File: src/rtl/tlbchk_pkg.sv
package tlbchk_pkg;
  localparam int WORD_W   = 32;
  localparam int PAGE_LSB = 13;
  localparam int VPN_W    = WORD_W - PAGE_LSB;
  localparam int PID_W    = 8;
  localparam int LFSR_W   = 16;

  // lower word flag positions
  localparam int LO_GLB = 4;
  localparam int LO_VLD = 3;
  localparam int LO_KRN = 2;
  localparam int LO_WR  = 1;
  localparam int LO_EX  = 0;

  // configuration enable positions
  localparam int EN_WR  = 19;
  localparam int EN_KRN = 18;
  localparam int EN_EX  = 17;
  localparam int EN_VLD = 16;

  localparam logic [3:0] VEC_IBASE = 4'd4;
  localparam logic [3:0] VEC_DBASE = 4'd8;

  typedef enum logic [1:0] {
    ACC_RD  = 2'd0,
    ACC_WR  = 2'd1,
    ACC_EX  = 2'd2,
    ACC_RSV = 2'd3
  } acc_e;

  typedef enum logic [1:0] {
    OFS_MISS  = 2'd0,
    OFS_INVAL = 2'd1,
    OFS_PRIV  = 2'd2,
    OFS_PROT  = 2'd3
  } vec_ofs_e;

  function automatic logic [LFSR_W-1:0] lfsr_step(input logic [LFSR_W-1:0] s,
                                                   input logic [LFSR_W-1:0] taps);
    return {^(s & taps), s[LFSR_W-1:1]};
  endfunction

  function automatic logic [VPN_W-1:0] page_of(input logic [WORD_W-1:0] w);
    return w[WORD_W-1:PAGE_LSB];
  endfunction

  function automatic logic [WORD_W-1:0] cause_word(input logic [VPN_W-1:0] vpn,
                                                    input logic [1:0] acc,
                                                    input logic [PID_W-1:0] pid);
    logic [WORD_W-1:0] c;
    c = '0;
    c[WORD_W-1:PAGE_LSB] = vpn;
    c[9:8] = acc;
    c[PID_W-1:0] = pid;
    return c;
  endfunction
endpackage

File: src/rtl/tlbchk_match.sv
module tlbchk_match
  import tlbchk_pkg::*;
#(
  parameter int WAYS = 4
) (
  input  logic [WAYS-1:0][31:0]    rd_hi,
  input  logic [WAYS-1:0][31:0]    rd_lo,
  input  logic [VPN_W-1:0]         vpn,
  input  logic [PID_W-1:0]         pid,
  output logic                     hit,
  output logic [$clog2(WAYS)-1:0]  hit_way,
  output logic [31:0]              hit_lo
);
  logic [WAYS-1:0] way_hit;

  for (genvar w = 0; w < WAYS; w++) begin : g_cmp
    assign way_hit[w] = (page_of(rd_hi[w]) == vpn) &&
                        (rd_lo[w][LO_GLB] || (rd_hi[w][PID_W-1:0] == pid));
  end

  // descending scan so the lowest matching way is the last assignment
  always_comb begin
    hit_way = '0;
    hit_lo  = '0;
    for (int w = WAYS - 1; w >= 0; w--) begin
      if (way_hit[w]) begin
        hit_way = w[$clog2(WAYS)-1:0];
        hit_lo  = rd_lo[w];
      end
    end
  end

  assign hit = |way_hit;
endmodule

File: config.mk
export PLATFORM = sky130hd
export DESIGN_NAME = tlbchk_match
export DESIGN_NICKNAME = d
export VERILOG_FILES = /design/src/rtl/tlbchk_pkg.sv /design/src/rtl/tlbchk_match.sv
export SDC_FILE = /design/constraint.sdc
export NUM_CORES = 1
export LEC_CHECK = 0
export BUFFER_PORTS_ARGS = -buffer_cell sky130_fd_sc_hd__buf_2
export CORE_AREA = 3 3 121 123
export DETAILED_ROUTE_END_ITERATION = 10
export DIE_AREA = 0 0 124 126
export GPL_TIMING_DRIVEN = 0
export REMOVE_ABC_BUFFERS = 1
export SLEW_MARGIN = 30
export SYNTH_ARGS = -nofsm -noshare
export SYNTH_HDL_FRONTEND = slang
export SYNTH_SLANG_ARGS = --single-unit
File: constraint.sdc
create_clock -name vclk -period 2.4
set_clock_uncertainty 0.15 [all_clocks]
set_input_delay 0.48 -clock vclk [all_inputs]
set_output_delay 0.48 -clock vclk [all_outputs]
set_load 0.1 [all_outputs]
==> metrics.cfg <==
[outcome]
status = complete, but fails checks
violations = setup timing

[run]
cap_viol_max_count = 0

[cells_and_area]
seq_cell_count = 0
mostFrequentLayoutCells = 241 x buf_2, 60 x xor2_1, 43 x buf_6, 36 x buf_4
nets = 968
clkbuf_count = 0
fill_cells = 1279
final_common_cell = buf_2
design_area_sq_um = 6690
fin_util_pct = 48.5
regArea_sq_um = 0
drive_gt1_share_pct = 76.9
syn_to_final_growth_pct = 137
n_antenna_cell = 0

[setup_path]
cp.arrival_ps = 2690
worstSetupPathType = input pin to output port
path_cells = buf_8 > xor2_4 > nor4_4 > nand4_1 > nor3_4 > buf_6 > buf_12 > buf_8 > buf_12 > a31oi_1 > a211oi_2 > clkbuf_8
crit_buf_inv = 6
worstSetupStartpointType = input pin
crit_start = rd_hi[122]
worstPathRequired_ps = 1770
critPathTopFamily = buffers and inverters
critical-path-slowest-cell = nor4_4
cp-end-kind = output port
max_stage_delay_ps = 360
crit_fanout = 6

[die]
io-pin-count = 318
die_h_microns = 126
start_util_pct = 20.5
core_sq_um = 13800
rows = 43
die_x_microns = 124
dieArea_sq_um = 15600

[route]
firstDrtPassIters = 5
routed.top_layer = met4
vias = 4209
wl_met2_microns = 9640
met1_length_microns = 6400
vias_per_cell = 4.88
detail-route-antenna-nets = 0
wirelength_microns = 17600
route.met3.wl_microns = 1210
drcViolationCount = 0
wire_per_inst_microns = 20.4
drt_iter0_drc = 145

[min_path]
hold_path.class = input pin to output port
min-delay-start = rd_lo[100]

[placed_design]
pre_cts_ws_ps = -2080
io_buffers = 298
placed_area_sq_um = 4570
globalplace.congestion = 0.807
hpwl_microns = 11600

[power]
irDropWorstVdd_mv = 0.108
total_power_mw = 0.699
p_leak_nw = 2.82
p_per_area_nw_per_um2 = 105

[logic_synthesis]
syn-cell-area_sq_um = 2830
ys_types = 28
synth-adder-area-share_pct = 0
yosys.area_share.simple_pct = 31.3
synth_compound_area_share_pct = 28.2
syn_area_per_cell_sq_um = 8.12
synth_warnings = 0
synth_top_family_by_area = XOR/XNOR gates
synthMuxAreaShare_pct = 0
synth_xor_area_share_pct = 33.5
yosysSeqAreaShare_pct = 0
syn_inst = 348

[timing]
fmax_mhz = 301
min_period_ps = 3320
setup-violations-final = 35
slew_headroom_pct = 69.5
hold_ws_ps = 1250
slew_violations = 0
rsz0062_at_grt = true
hold_violations = 0
worst_slack_ps = -917
min_period_over_period_pct = 138
max_slew.worst_pin.slew_ps = 455

[grt]
grt_pass1_wl_microns = 23600
gr-total-overflow = 0
grtUsageTotal_pct = 19.6
grt_pass1_vias = 4368
antenna_found_initial = 0
grt_max_degree = 25

[clocking]
postCtsHoldBufs = 0

==> kinds of logic (layout without fill, tap and decap cells) <==
family | after synthesis | count (layout)
simple gates | 142 | 145
buf+inv | 29 | 361
compound gates | 69 | 69
xor+xnor | 108 | 108
==> where the power goes <==
part / total (mW) / leakage (nW) / internal (mW) / switching (mW)
Sequential: 0 / 0 / 0 / 0
Combinational: 0.699 / 2.82 / 0.353 / 0.347
Clock: 0 / 0 / 0 / 0
Total: 0.699 / 2.82 / 0.353 / 0.347
==> final timing paths <==
check	to	slack (ps)	depth (start not counted)
setup / recovery	hit_lo[0]	-920	12
hold / removal	hit_lo[4]	1250	4
==> per-stage QoR <==
stage / TNS [ps] / std cells
floorplan: -97720 / 319
global placement: -128140 / 797
detailed placement: -62110 / 808
CTS: -28090 / 852
global route: -30830 / 863
finish: -27460 / 863
==> area by class of cell <==
type                            count  area [sq um]  share of cell area [%]
Multi-Input combinational cell    322          3690                    55.3
Tap cell                          180           225                    3.37
Timing Repair Buffer              361          2770                    41.4
==> tightest hold or removal path: stages <==
cell and delay (ps):
buf_2 110, nand3_1 70, a211oi_2 70, buf_6 180
==> synthesized netlist by cell type (all sizes together), types with 3 or more instances <==
| master | count | share of area (%) |
|---|---|---|
| nor3 | 36 | 6.8 |
| clkbuf | 10 | 1.3 |
| xor2 | 81 | 25 |
| nand4 | 6 | 1.5 |
| a211oi | 33 | 14 |
| nand2 | 3 | 0.40 |
| nand3 | 5 | 0.89 |
| a21oi | 4 | 0.71 |
| nor2 | 37 | 5.0 |
| a31oi | 31 | 13 |
| xnor2 | 27 | 8.4 |
| buf | 19 | 5.7 |
| nor4 | 21 | 6.4 |
| nor4b | 31 | 9.6 |
==> routing by layer <==
layer  vias up  track usage [%]
met4         0             3.03
met3        19             2.11
met2       214             38.5
li1       1974                -
met1      2002             22.7
met5         -                0
==> repair_timing <==
| action | in CTS | in global routing |
|---|---|---|
| buffers inserted | 38 | 11 |
| endpoints found under the setup margin | 35 | 35 |
| resized for setup | 195 | 123 |
| pin swaps | 59 | 27 |
| gates cloned | 6 | 0 |
No activity file was read; power rests on OpenSTA's default activity.
